===== src/rtl/pci_cfg_port_dec.sv =====
module pci_cfg_port_dec #(
  parameter int          AW        = 16,
  parameter logic [15:0] IDX_PORT  = 16'h0CF8,
  parameter logic [15:0] DATA_PORT = 16'h0CFC
) (
  input  logic          clk,
  input  logic          rst_n,
  input  logic [AW-1:0] io_addr,
  input  logic          io_rd,
  input  logic          io_wr,
  input  logic [1:0]    io_size,
  input  logic [31:0]   io_wdata,
  output logic [31:0]   io_rdata,
  output logic          io_rvalid,
  output logic          cfg_req,
  output logic          cfg_we,
  output logic [7:0]    cfg_bus,
  output logic [7:0]    cfg_devfn,
  output logic [7:0]    cfg_reg,
  output logic [3:0]    cfg_be,
  output logic [31:0]   cfg_wdata,
  input  logic [31:0]   cfg_rdata,
  input  logic          cfg_hit
);

  logic [31:0] idx_q, idx_d, lane_wd, src, wmask;
  logic [3:0]  size_be, lane_be;
  logic [1:0]  off_a, off;
  logic        idx_hit, data_hit;

  assign idx_hit  = io_addr[AW-1:2] == IDX_PORT[AW-1:2];
  assign data_hit = io_addr[AW-1:2] == DATA_PORT[AW-1:2];
  assign off_a    = io_addr[1:0];

  assign size_be = (io_size == 2'd0) ? 4'b0001 :
                   (io_size == 2'd1) ? 4'b0011 : 4'b1111;
  assign wmask   = {{8{size_be[3]}}, {8{size_be[2]}}, {8{size_be[1]}}, {8{size_be[0]}}};

  assign cfg_bus   = idx_q[23:16];
  assign cfg_devfn = idx_q[15:8];
  assign cfg_reg   = {idx_q[7:2], idx_q[1:0] | off_a};
  assign off       = cfg_reg[1:0];
  assign cfg_req   = (io_rd | io_wr) & data_hit & idx_q[31];
  assign cfg_we    = cfg_req & io_wr;
  assign cfg_be    = size_be << off;
  assign cfg_wdata = io_wdata << {off, 3'b000};

  assign lane_be = size_be << off_a;
  assign lane_wd = io_wdata << {off_a, 3'b000};

  always_comb begin
    idx_d = idx_q;
    for (int i = 0; i < 4; i++)
      if (lane_be[i]) idx_d[8*i +: 8] = lane_wd[8*i +: 8];
  end

  always_comb begin
    if (idx_hit) src = idx_q >> {off_a, 3'b000};
    else         src = ((cfg_req && cfg_hit) ? cfg_rdata : 32'hFFFF_FFFF) >> {off, 3'b000};
  end

  always_ff @(posedge clk) begin
    if (!rst_n) begin
      idx_q     <= '0;
      io_rdata  <= '0;
      io_rvalid <= 1'b0;
    end else begin
      if (io_wr && idx_hit) idx_q <= idx_d;
      io_rvalid <= io_rd & (idx_hit | data_hit);
      if (io_rd && (idx_hit || data_hit)) io_rdata <= src & wmask;
    end
  end

  p_one_op_r11: assert property (@(posedge clk) disable iff (!rst_n)
    cfg_req |-> (io_rd ^ io_wr));
  p_req_single_r11: assert property (@(posedge clk) disable iff (!rst_n)
    cfg_req && !io_rd && !io_wr |-> 1'b0) else $error("request without strobe");
  p_rvalid_r10: assert property (@(posedge clk) disable iff (!rst_n)
    io_rvalid |-> $past(io_rd));
  p_idx_hold_r2: assert property (@(posedge clk) disable iff (!rst_n)
    !(io_wr && idx_hit) |=> $stable(idx_q));
  p_disabled_ones_r8: assert property (@(posedge clk) disable iff (!rst_n)
    (io_rd && data_hit && !idx_q[31]) |=> io_rdata[7:0] == 8'hFF);
  p_absent_ones_r9: assert property (@(posedge clk) disable iff (!rst_n)
    (cfg_req && !cfg_we && !cfg_hit) |=> io_rdata[7:0] == 8'hFF);
  p_be_low_lane_r6: assert property (@(posedge clk) disable iff (!rst_n)
    cfg_req |-> cfg_be[off]);

endmodule


===== config.mk =====
export PLATFORM = sky130hd
export DESIGN_NAME = pci_cfg_port_dec
export DESIGN_NICKNAME = d
export VERILOG_FILES = /design/src/rtl/pci_cfg_port_dec.sv
export SDC_FILE = /design/constraint.sdc
export NUM_CORES = 1
export LEC_CHECK = 0
export ABC_AREA = 1
export BUFFER_PORTS_ARGS = -buffer_cell sky130_fd_sc_hd__clkbuf_2
export CAP_MARGIN = 30
export CORE_MARGIN = 3
export CORE_UTILIZATION = 46
export DETAILED_ROUTE_END_ITERATION = 8
export PLACE_DENSITY = 0.78
export SLEW_MARGIN = 0
export SYNTH_ARGS = -nofsm -noshare
export SYNTH_HDL_FRONTEND = slang
export SYNTH_SLANG_ARGS = --single-unit

===== constraint.sdc =====
create_clock -name clk -period 1.52 [get_ports clk]
set_input_delay 0.076 -clock clk [delete_from_list [all_inputs] [get_ports clk]]
set_output_delay 0.076 -clock clk [all_outputs]
set_load 0.005 [all_outputs]

==> out/qor.yml, run 1 <==
cts:
  clock_sinks: 65
  cts_buffer_depth: 2
  clk_pin_slew_worst_paths_ps: 80
  cts_tree: "done"
  clkLatencyLatePin_ps: 360
  htree_levels: 3
  cts_hold_buffers: 0
  cts_root_buf: "clkbuf_8"
  numCtsBuffers: 9
global_routing:
  grt_pass1_wl_microns: 32100
  grt_usage_pct: 31.9
  antenna_found_initial: 0
  grt_max_degree: 75
  grt_pass1_vias: 6320
  gr-total-overflow: 0
floorplanning:
  die_h_microns: 111
  dieArea_sq_mm: 0.0123
  core_area_sq_mm: 0.0105
  die_x_microns: 111
  start_util_pct: 48.3
  io-pin-count: 182
  num_rows: 37
run_status:
  status: "complete, but fails checks"
  violations: "negative setup slack"
synthesis:
  avgSynthCellArea_sq_um: 5.87
  synth_cell_types: 33
  yosys_register_bits: 65
  syn_nets: 951
  synth-warning-count: 0
  ys_seq_area_share_pct: 25.7
  netlist_area_sq_mm: 0.00507
  syn_inst: 864
route:
  via_count: 6856
  wl_per_cell_microns: 17.7
  vias_per_cell: 5.77
  ant_nets: 0
  drc: 0
  drt_pass1_iterations: 5
  routed_wl_microns: 21100
  drtIter0Drc: 728
sta:
  rsz0062_at_grt: "true"
  setup_violations: 49
  skew_ps: 6.28
  worst_pin_slew_ps: 527
  min_period_ps: 1700
  finalHoldViolations: 0
  max_freq_mhz: 590
  hold_slack_ps: 47.6
  tns_ps: -4240
  slew_headroom_pct: 64.5
  finalCritPeriodShare_pct: 112
  slew_viol_final: 0
  layout_setup_ws_ps: -176
critical_path:
  worstSetupStartpointType: "register"
  path_max_fanout: 8
  cp_data_required_time_ps: 1760
  crit_type: "register to register"
  r2r_slack_ps: -180
  critPathCaptureType: "register"
  worstPathArrival_ps: 1940
placed_design:
  place.gp.congestion: 0.991
  dp_hpwl_microns: 14800
  io_buffers: 181
power:
  pwr-share-clk_pct: 38.1
  ir_drop_uv: 614
  power_leakage_nw: 3.46
  seqPwrFrac_pct: 38.0
  p_int_mw: 3.09
  power_per_cell_area_mw_per_mm2: 608
  comb_power_share_pct: 24.0
  power_switching_mw: 1.39
  switching_share_pct: 30.9
layout:
  num-nets-final: 1135
  fillerInstances: 937
  layout-drive-gt1-share_pct: 37.9
  diodes: 0
  area_delta_synth_final_pct: 45.3
flow_run:
  cap_violations: 0
worst_hold_path:
  min_path_type: "input pin to register"
-- flip-flops by register name (all words and copies together), names as in the netlist --
signal / cells
io_rvalid: 1
io_rdata: 32
idx_q: 32
-- critical path, cell delays in order, from the launching register on --
cell and delay [ps]:
dfxtp_2 340, nor2_4 180, inv_4 70, buf_4 180
or2_2 300, nor2_2 130, nor2_1 50, nand2_1 110
nand3_2 110, nand2_2 80, a21oi_1 50
-- layout make-up --
cell class / count / area, sq um / area share (%)
Tap cell: 136 / 170 / 2.31
Timing Repair Buffer: 258 / 1790 / 24.2
Inverter: 78 / 305 / 4.14
Clock inverter: 6 / 91.3 / 1.24
Multi-Input combinational cell: 636 / 3570 / 48.5
Clock buffer: 10 / 138 / 1.87
Sequential cell: 65 / 1310 / 17.7
-- timing repair --
item                                    in CTS  in global routing
cloned                                       5                  2
gates resized for setup                     80                140
endpoints found under the setup margin      46                 69
setup buffers                               13                 12
endpoints found under the hold margin        0                  0
pin swaps                                    9                 37
-- worst paths after layout --
check                           start  depth (start not counted)                   endpoint
max reg2reg     idx_q[0]$_SDFFE_PN0P_                         10   io_rdata[6]$_SDFFE_PN0P_
max             idx_q[0]$_SDFFE_PN0P_                         10   io_rdata[6]$_SDFFE_PN0P_
min reg2reg  io_rdata[6]$_SDFFE_PN0P_                          2   io_rdata[6]$_SDFFE_PN0P_
min                        io_size[1]                          3  io_rdata[31]$_SDFFE_PN0P_
-- power by group through the flow --
| stage | sequential [mW] | clock [mW] | combinational (mW) |
|---|---|---|---|
| 2_1_floorplan | 1.74 | 0 | 0.456 |
| 3_3_place_gp | 1.74 | 0 | 0.858 |
| 3_5_place_dp | 1.74 | 0 | 0.862 |
| 4_1_cts | 1.70 | 1.73 | 0.963 |
| 5_1_grt | 1.70 | 1.81 | 1.16 |
| 6_report | 1.70 | 1.70 | 1.07 |
-- synth_stat cells --
library cell	instances	area (sq um)
nor3_2	1	10.0
a32oi_1	8	70.1
clkbuf_2	1	5.00
nand3_2	2	20.0
nand3b_1	1	7.51
nor2_4	4	45.0
buf_4	24	180
o211ai_1	7	52.6
nand3b_2	1	11.3
buf_2	21	105
nand2_1	206	773
a22oi_1	11	82.6
inv_1	76	285
a31oi_1	8	50.1
o21ai_1	2	10.0
nor2_2	3	18.8
nand3_1	63	315
nor3b_4	1	18.8
o21ai_0	107	536
o31ai_1	1	7.51
a21oi_1	46	230
inv_2	2	7.51
nor2_1	108	405
nand2_2	1	6.26
dfxtp_1	65	1300
o21ai_2	1	8.76
clkbuf_1	31	116
nor3_1	10	50.1
mux2i_1	1	10.0
or2_2	4	25.0
nand4_1	13	81.3
a211oi_1	26	195
buf_1	8	30.0
-- cell families (layout without fill, tap and decap cells) --
kind of cell,count (synthesis),count (layout),synth area share [%]
AND/OR/NAND/NOR,418,418,35.3
flip-flops,65,65,25.7
buffers and inverters,163,352,14.4
AO/OA/AOI/OAI,217,217,24.5
multiplexers,1,1,0.197
-- metrics by stage --
step	util [%]	power, mW	instances	instance area [sq um]	setup WS, ps
4_1_cts	65.1	4.39	1179	6850	-143
2_1_floorplan	-	2.20	864	5080	11.6
5_1_grt	70.1	4.67	1189	7370	-287
6_report	70.1	4.48	1189	7370	-176
3_5_place_dp	59.0	2.60	1145	6200	-125
3_3_place_gp	59.0	2.60	1145	6200	-87.6
-- cells in the final DEF (no fill, tap or decap), types with 4 or more instances in the layout --
cell type,n
nor3_1,10
clkbuf_2,158
buf_12,10
clkbuf_8,10
a31oi_1,7
dfxtp_1,62
o21ai_1,23
nand4_1,13
a32oi_1,8
inv_1,74
o21ai_2,10
nor2_4,15
o21ai_0,77
nand2_4,8
buf_16,4
nand2_2,23
a22oi_2,5
a22oi_1,6
a211oi_1,26
nand3_4,9
nor2_2,7
buf_4,44
nor2_1,93
nand3_2,20
a21oi_2,12
o211ai_1,7
buf_2,23
buf_6,15
nand3_1,36
or2_2,4
a21oi_1,33
nand2_1,176
-- per-layer routing --
metal | track usage [%] | vias to the layer above | routed length (microns)
met5 | 0 | - | 0
li1 | - | 3226 | -
met4 | 15.3 | 0 | 924
met3 | 6.71 | 87 | 1910
met2 | 53.5 | 419 | 10200
met1 | 38.9 | 3124 | 8010
Power figures use the tool's default switching activity.
==> run 2: changes to the inputs <==
--- a/config.mk
+++ b/config.mk
@@ -12,6 +12,7 @@
 export CORE_UTILIZATION = 46
 export DETAILED_ROUTE_END_ITERATION = 8
 export PLACE_DENSITY = 0.78
+export SETUP_SLACK_MARGIN = 0.4
 export SLEW_MARGIN = 0
 export SYNTH_ARGS = -nofsm -noshare
 export SYNTH_HDL_FRONTEND = slang
==> out/qor.yml, run 2 (same netlist as run 1, synthesis figures left out) <==
route:
  ant_nets: 0  # unchanged
  drc: 0  # unchanged
  via_count: 7219  # was 6,856
  wl_per_cell_microns: 19.8  # was 17.7 microns
  vias_per_cell: 5.93  # was 5.77
  routed_wl_microns: 24100  # was 21,100 microns
  drtIter0Drc: 905  # was 728
  drt_pass1_iterations: 6  # was 5
power:
  power_per_cell_area_mw_per_mm2: 568  # was 608 mW/mm^2
  power_leakage_nw: 3.75  # was 3.46 nW
  ir_drop_uv: 509  # was 614 uV
critical_path:
  worstSetupStartpointType: "register"  # unchanged
  cp_slowest_cell: "dfxtp_4"  # was dfxtp_2
  path_common_cell: "nor2_4"
  path_delay_family: "buffers and inverters"  # was simple AND/OR/NAND/NOR gates
  critical_path_buf_inv_count: 4  # was 2
  worstPathArrival_ps: 1670  # was 1940 ps
  cp_data_required_time_ps: 1440  # was 1760 ps
  crit_start: "idx_q[1]$_SDFFE_PN0P_"  # was idx_q[0]$_SDFFE_PN0P_
  critPathCaptureType: "primary output"  # was register
  path_max_fanout: 8  # unchanged
  slowest_delay_ps: 360  # was 340 ps
  path_cells: "nor2_4, inv_6, nor2_4, buf_6, buf_16, a22oi_1, o21ai_1, buf_2"  # was nor2_4, inv_4, buf_4, or2_2, nor2_2, nor2_1, nand2_1, nand3_2, nand2_2, a21oi_1
  r2r_start: "idx_q[1]$_SDFFE_PN0P_"  # was idx_q[0]$_SDFFE_PN0P_
  crit_type: "register to primary output"  # was register to register
floorplanning:
  die_x_microns: 111  # unchanged
  num_rows: 37  # unchanged
  io-pin-count: 182  # unchanged
  die_h_microns: 111  # unchanged
  dieArea_sq_mm: 0.0123  # unchanged
  start_util_pct: 48.3  # unchanged
  core_area_sq_mm: 0.0105  # unchanged
placed_design:
  place.gp.congestion: 0.909  # was 0.991
  pre_cts_ws_ps: -49.2  # was -125 ps
  dp_cells: 1150  # was 1,145
  io_buffers: 181  # unchanged
  dp_hpwl_microns: 15000  # was 14,800 microns
run_status:
  violations: "negative setup slack"  # unchanged
  status: "complete, but fails checks"  # unchanged
cts:
  clkLatencyLatePin_ps: 360  # about the same
  cts_root_buf: "clkbuf_8"  # unchanged
  htree_levels: 3  # unchanged
  cts_hold_buffers: 0  # unchanged
  clk_pin_slew_worst_paths_ps: 80  # about the same
  cts_tree: "done"  # unchanged
  numCtsBuffers: 9  # unchanged
  cts_buffer_depth: 2  # unchanged
  clock_sinks: 65  # unchanged
layout:
  stdcell_count: 1218  # was 1,189
  num-nets-final: 1164  # was 1,135
  diodes: 0  # unchanged
  final_common_cell: "nand2_1"  # unchanged
  fillerInstances: 690  # was 937
  layout_common_cells: "164 x nand2_1, 163 x clkbuf_2, 73 x nor2_1"  # was 176 x nand2_1, 158 x clkbuf_2, 93 x nor2_1
  top_regs: "idx_q (32), io_rdata (32), io_rvalid (1)"  # unchanged
  final_core_util_pct: 78.8  # was 70.1%
  area_delta_synth_final_pct: 63.3  # was 45.3%
  layout-drive-gt1-share_pct: 47.0  # was 37.9%
global_routing:
  grt_max_degree: 70  # was 75
  grt_pass1_wl_microns: 32600  # was 32,100 microns
  grt_usage_pct: 32.6  # was 31.9%
  gr-total-overflow: 0  # unchanged
  antenna_found_initial: 0  # unchanged
  grt_pass1_vias: 6398  # was 6,320
sta:
  slew_headroom_pct: 61.9  # was 64.5%
  worst_pin_slew_ps: 566  # was 527 ps
  max_freq_mhz: 574  # was 590 MHz
  setup_violations: 58  # was 49
  skew_ps: 12.0  # was 6.28 ps
  finalCritPeriodShare_pct: 115  # was 112%
  finalHoldViolations: 0  # unchanged
  min_period_ps: 1740  # was 1700 ps
  layout_setup_ws_ps: -222  # was -176 ps
  rsz0062_at_grt: "true"  # unchanged
  slew_viol_final: 0  # unchanged
worst_hold_path:
  holdCritStartpoint: "io_wdata[7]"  # was io_size[1]
  min_path_type: "input pin to register"  # unchanged
flow_run:
  cap_violations: 0  # unchanged
==> run 2: cell count changes in the layout (fill, tap and decap cells not counted), sizes merged <==
cell / before / now
buf: 99 / 120
clkbuf: 169 / 174
nand3: 65 / 67
nand3b: 2 / 3
==> run 2: what timing repair did <==
item | in CTS | in global routing
resized for setup | 134 | 177
setup buffers | 17 | 25
pin swaps | 50 | 68
cloned | 5 | 5
endpoints found under the setup margin | 80 | 98
==> run 2: routing by layer <==
layer | part of all wire, % | track usage [%]
met1 | 36 | 39.9
met2 | 47 | 55.1
met3 | 9.1 | 6.17
met4 | 7.2 | 15.4
met5 | 0 | 0
==> run 2: where the power goes <==
part           total (mW)  leakage (nW)  switching, mW  internal [mW]
Combinational        1.27          3.12          0.753          0.518
Sequential           1.70         0.525      0.0000572           1.70
Clock                1.73         0.105          0.761          0.970
Total                4.70          3.75           1.51           3.19
==> run 2: cell type report <==
type,instances,area (sq um),area share [%]
multi-input combinational,639,4040,48.8
timing repair buffer,284,2220,26.8
sequential,65,1310,15.8
inverter,78,313,3.78
tap,136,170,2.06
clock buffer,10,138,1.66
clock inverter,6,91.3,1.10
==> run 2: final timing paths <==
path | endpoint | slack, ps | cells past startpoint
worst min register to register | io_rdata[7]$_SDFFE_PN0P_ | 470 | 2
worst min-delay path | idx_q[7]$_SDFFE_PN0P_ | 70 | 3
worst max register to register | io_rdata[11]$_SDFFE_PN0P_ | -220 | 12
worst max-delay path | cfg_wdata[24] | -220 | 8
==> run 2: worst reg2reg max path, stage by stage, from the launching register on <==
cell and delay, ps:
dfxtp_4 360, nor2_4 150, inv_6 70, nor2_4 180, buf_6 150, buf_4 100, buf_4 110, buf_12 130
nand3_2 70, nand3_2 110, nand2_1 70, nand2_1 70, a21oi_1 60
==> run 2: metrics by stage <==
step | power [mW] | setup TNS [ps] | hold WS [ps] | instance area, sq um
3_5_place_dp | 2.65 | -100 | 404 | 6390
6_report | 4.70 | -6670 | 65.4 | 8280
4_1_cts | 4.50 | -3910 | 27.2 | 7350
5_1_grt | 4.85 | -11020 | 79.3 | 8280
2_1_floorplan | 2.25 | 0 | 234 | 5390
3_3_place_gp | 2.65 | -23.4 | 409 | 6390
==> run 3: changes to the inputs <==
--- a/config.mk
+++ b/config.mk
@@ -5,14 +5,14 @@
 export SDC_FILE = /design/constraint.sdc
 export NUM_CORES = 1
 export LEC_CHECK = 0
-export ABC_AREA = 1
 export BUFFER_PORTS_ARGS = -buffer_cell sky130_fd_sc_hd__clkbuf_2
 export CAP_MARGIN = 30
 export CORE_MARGIN = 3
-export CORE_UTILIZATION = 46
+export CORE_UTILIZATION = 45
 export DETAILED_ROUTE_END_ITERATION = 8
-export PLACE_DENSITY = 0.78
+export PLACE_DENSITY = 0.83
 export SETUP_SLACK_MARGIN = 0.4
+export SKIP_LAST_GASP = 1
 export SLEW_MARGIN = 0
 export SYNTH_ARGS = -nofsm -noshare
 export SYNTH_HDL_FRONTEND = slang
==> out/qor.yml, run 3 <==
power:
  ir_drop_uv: 401  # was 509 uV
  power_switching_mw: 1.32  # was 1.51 mW
  power_leakage_nw: 3.65  # was 3.75 nW
  pwr-share-clk_pct: 35.0  # was 36.8%
  seqPwrFrac_pct: 37.9  # was 36.1%
  comb_power_share_pct: 27.1  # was 27.0%
  switching_share_pct: 29.4  # was 32.2%
  power_per_cell_area_mw_per_mm2: 575  # was 568 mW/mm^2
  p_int_mw: 3.17  # was 3.19 mW
synthesis:
  netlist_area_sq_mm: 0.00476  # was 0.00507 sq mm
  syn_nets: 714  # was 951
  synth_top_family_by_area: "simple AND/OR/NAND/NOR gates"  # unchanged
  synth_async_sr_flop_share_pct: 0  # unchanged
  synth-xor-area-share_pct: 0  # unchanged
  yosysTopAreaCellShare_pct: 27.3  # was 25.7%
  ys_seq_area_share_pct: 27.3  # was 25.7%
  synth-main-ff-cell: "dfxtp_1"  # unchanged
  synth-compound-area-share_pct: 19.2  # was 24.5%
  yosys_register_bits: 65  # unchanged
  synth-warning-count: 0  # unchanged
  syn_inst: 627  # was 864
  synth_edf_count: 0  # unchanged
  synth_common_cells: "110 x nand2_1, 70 x mux2i_1, 65 x dfxtp_1, 60 x o21ai_0, 49 x nor2_1"  # was 206 x nand2_1, 108 x nor2_1, 107 x o21ai_0, 76 x inv_1, 65 x dfxtp_1
  synth_cell_types: 45  # was 33
  synth.most_common_cell: "nand2_1"  # unchanged
  synth_mux_area_share_pct: 19.9  # was 0.197%
  synth_area_leaders: "dfxtp_1 27%, mux2i_1 15%, nand2_1 8.7%"  # was dfxtp_1 26%, nand2_1 15%, o21ai_0 11%
  avgSynthCellArea_sq_um: 7.60  # was 5.87 sq um
  yosysTopAreaCell: "dfxtp_1"  # unchanged
  synth_fa_ha_area_share_pct: 0  # unchanged
  yosys.area_share.simple_pct: 25.4  # was 35.3%
layout:
  layout-drive-gt1-share_pct: 52.6  # was 47.0%
  area_delta_synth_final_pct: 63.8  # was 63.3%
  fillerInstances: 657  # was 690
  layout_common_cells: "163 x clkbuf_2, 83 x nand2_1, 69 x mux2i_1"  # was 164 x nand2_1, 163 x clkbuf_2, 73 x nor2_1
  final_common_cell: "clkbuf_2"  # was nand2_1
  num-nets-final: 945  # was 1,164
  stdcell_count: 996  # was 1,218
  diodes: 0  # unchanged
  top_regs: "idx_q (32), io_rdata (32), io_rvalid (1)"  # unchanged
floorplanning:
  start_util_pct: 47.4  # was 48.3%
  die_h_microns: 109  # was 111 microns
  io-pin-count: 182  # unchanged
  die_x_microns: 109  # was 111 microns
  dieArea_sq_mm: 0.0119  # was 0.0123 sq mm
  core_area_sq_mm: 0.0100  # was 0.0105 sq mm
  num_rows: 36  # was 37
global_routing:
  grt_pass1_wl_microns: 29700  # was 32,600 microns
  grt_pass1_vias: 5684  # was 6,398
  antenna_found_initial: 0  # unchanged
  grt_usage_pct: 32.1  # was 32.6%
  grt_max_degree: 33  # was 70
  gr-total-overflow: 0  # unchanged
critical_path:
  path_max_fanout: 5  # was 8
  worstPathArrival_ps: 2210  # was 1670 ps
  r2r_start: "idx_q[0]$_SDFFE_PN0P_"  # was idx_q[1]$_SDFFE_PN0P_
  critical_path_buf_inv_count: 6  # was 4
  cp_data_required_time_ps: 1730  # was 1440 ps
  worstSetupStartpointType: "register"  # unchanged
  path_delay_family: "buffers and inverters"  # unchanged
  path_common_cell: "buf_6"  # was nor2_4
  reg2reg_to: "io_rdata[7]$_SDFFE_PN0P_"  # was io_rdata[11]$_SDFFE_PN0P_
  path_depth: 11  # was 8
  critPathCaptureType: "register"  # was primary output
  setup.worst_path.end: "io_rdata[7]$_SDFFE_PN0P_"  # was cfg_wdata[24]
  crit_start: "idx_q[0]$_SDFFE_PN0P_"  # was idx_q[1]$_SDFFE_PN0P_
  crit_type: "register to register"  # was register to primary output
  r2r_slack_ps: -480  # was -220 ps
  path_cells: "nor2_4, buf_4, buf_6, buf_8, buf_6, buf_12, bufbuf_16, nand2_4, nand3_4, nor2b_1, o21ai_1"  # was nor2_4, inv_6, nor2_4, buf_6, buf_16, a22oi_1, o21ai_1, buf_2
  rr_worst_depth: 11  # was 12
  slowest_delay_ps: 400  # was 360 ps
  cp_slowest_cell: "o21ai_1"  # was dfxtp_4
flow_run:
  cap_violations: 0  # unchanged
sta:
  slew_viol_final: 0  # unchanged
  skew_ps: 15.6  # was 12.0 ps
  layout_setup_ws_ps: -476  # was -222 ps
  min_period_ps: 2000  # was 1740 ps
  finalCritPeriodShare_pct: 131  # was 115%
  setup_violations: 68  # was 58
  finalHoldViolations: 0  # unchanged
  rsz0062_at_grt: "true"  # unchanged
  slew_headroom_pct: 67.7  # was 61.9%
  worst_pin_slew_ps: 482  # was 566 ps
  max_freq_mhz: 501  # was 574 MHz
cts:
  numCtsBuffers: 9  # unchanged
  clk_pin_slew_worst_paths_ps: 80  # about the same
  clock_sinks: 65  # unchanged
  cts_root_buf: "clkbuf_8"  # unchanged
  htree_levels: 3  # unchanged
  cts_buffer_depth: 2  # unchanged
  cts_tree: "done"  # unchanged
  clkLatencyLatePin_ps: 360  # about the same
placed_design:
  place.gp.congestion: 0.928  # was 0.909
  pre_cts_ws_ps: -398  # was -49.2 ps
  dp_hpwl_microns: 12700  # was 15,000 microns
  io_buffers: 181  # unchanged
  dp_cells: 935  # was 1,150
route:
  wl_per_cell_microns: 21.2  # was 19.8 microns
  drc: 0  # unchanged
  routed_wl_microns: 21100  # was 24,100 microns
  drtIter0Drc: 500  # was 905
  drt_pass1_iterations: 5  # was 6
  vias_per_cell: 5.94  # was 5.93
  ant_nets: 0  # unchanged
  via_count: 5917  # was 7,219
worst_hold_path:
  hold_depth: 3  # unchanged
  min_path_type: "input pin to register"  # unchanged
run_status:
  violations: "negative setup slack"  # unchanged
  status: "complete, but fails checks"  # unchanged
run 3: changes by cell type after synthesis, moves of 14 or more:
cell / change
a211oi_1: -24
a21oi_1: -19
and3_1: +19
buf_2: -17
inv_1: -64
mux2_2: +14
mux2i_1: +69
nand2_1: -96
nand3_1: -51
nor2_1: -59
nor2b_1: +41
o21ai_0: -47
run 3: final cells by class:
cell class                      instances  area [sq um]  share of cell area (%)
Tap cell                              133           166                    2.13
Timing Repair Buffer                  282          2120                    27.2
Multi-Input combinational cell        488          3940                    50.5
Sequential cell                        65          1310                    16.8
Inverter                               12          55.1                   0.706
Clock buffer                           14           173                    2.21
Clock inverter                          2          35.0                   0.449
run 3: worst min-delay path by stage:
stage / from / to / slack (ps)
2_1_floorplan: rst_n / idx_q[16]$_SDFFE_PN0P_ / 200
3_3_place_gp: cfg_rdata[25] / io_rdata[25]$_SDFFE_PN0P_ / 380
3_5_place_dp: cfg_rdata[30] / io_rdata[30]$_SDFFE_PN0P_ / 390
4_1_cts: cfg_rdata[31] / io_rdata[31]$_SDFFE_PN0P_ / 30
5_1_grt: cfg_rdata[27] / io_rdata[27]$_SDFFE_PN0P_ / 50
6_report: cfg_rdata[28] / io_rdata[28]$_SDFFE_PN0P_ / 60
run 3: tightest hold or removal path: cells and delay by family:
family / cells / cell delay (ps)
compound gates: 1 / 90
buf+inv: 1 / 170
simple gates: 1 / 40
run 3: cells by family after synthesis:
kind of cell | count (synthesis)
compound gates | 145
mux | 88
simple gates | 253
flops | 65
buf+inv | 76
run 3: metrics by stage:
stage | power, mW | hold WS (ps) | TNS, ps | cell area (sq um) | util [%]
floorplan | 2.21 | 204 | -6930 | 5140 | -
CTS | 4.32 | 31.7 | -6510 | 7380 | 73.4
finish | 4.49 | 62.6 | -9290 | 7800 | 77.7
global route | 4.63 | 46.2 | -12640 | 7800 | 77.7
detailed placement | 2.58 | 390 | -11050 | 6240 | 62.2
global placement | 2.57 | 379 | -9230 | 6240 | 62.2
run 3: power by group through the flow:
stage	sequential [mW]	combinational (mW)	clock [mW]
floorplan	1.74	0.468	0
global placement	1.74	0.826	0
detailed placement	1.74	0.835	0
CTS	1.70	1.07	1.55
global route	1.70	1.28	1.65
finish	1.70	1.22	1.57
run 3: what timing repair did:
action,4_1_cts,5_1_grt
pin swaps,58,53
endpoints found under the hold margin,0,0
buffers inserted,25,8
endpoints found under the setup margin,96,95
hold buffers,0,0
gates resized for setup,133,98
cloned,12,0
run 3: routing by layer:
metal,GRT usage (%),routed length (microns),up-vias
met3,5.92,1550,95
met2,54.9,10300,372
met5,0,0,-
li1,-,-,2674
met1,39.2,8210,2776
met4,14.3,1050,0
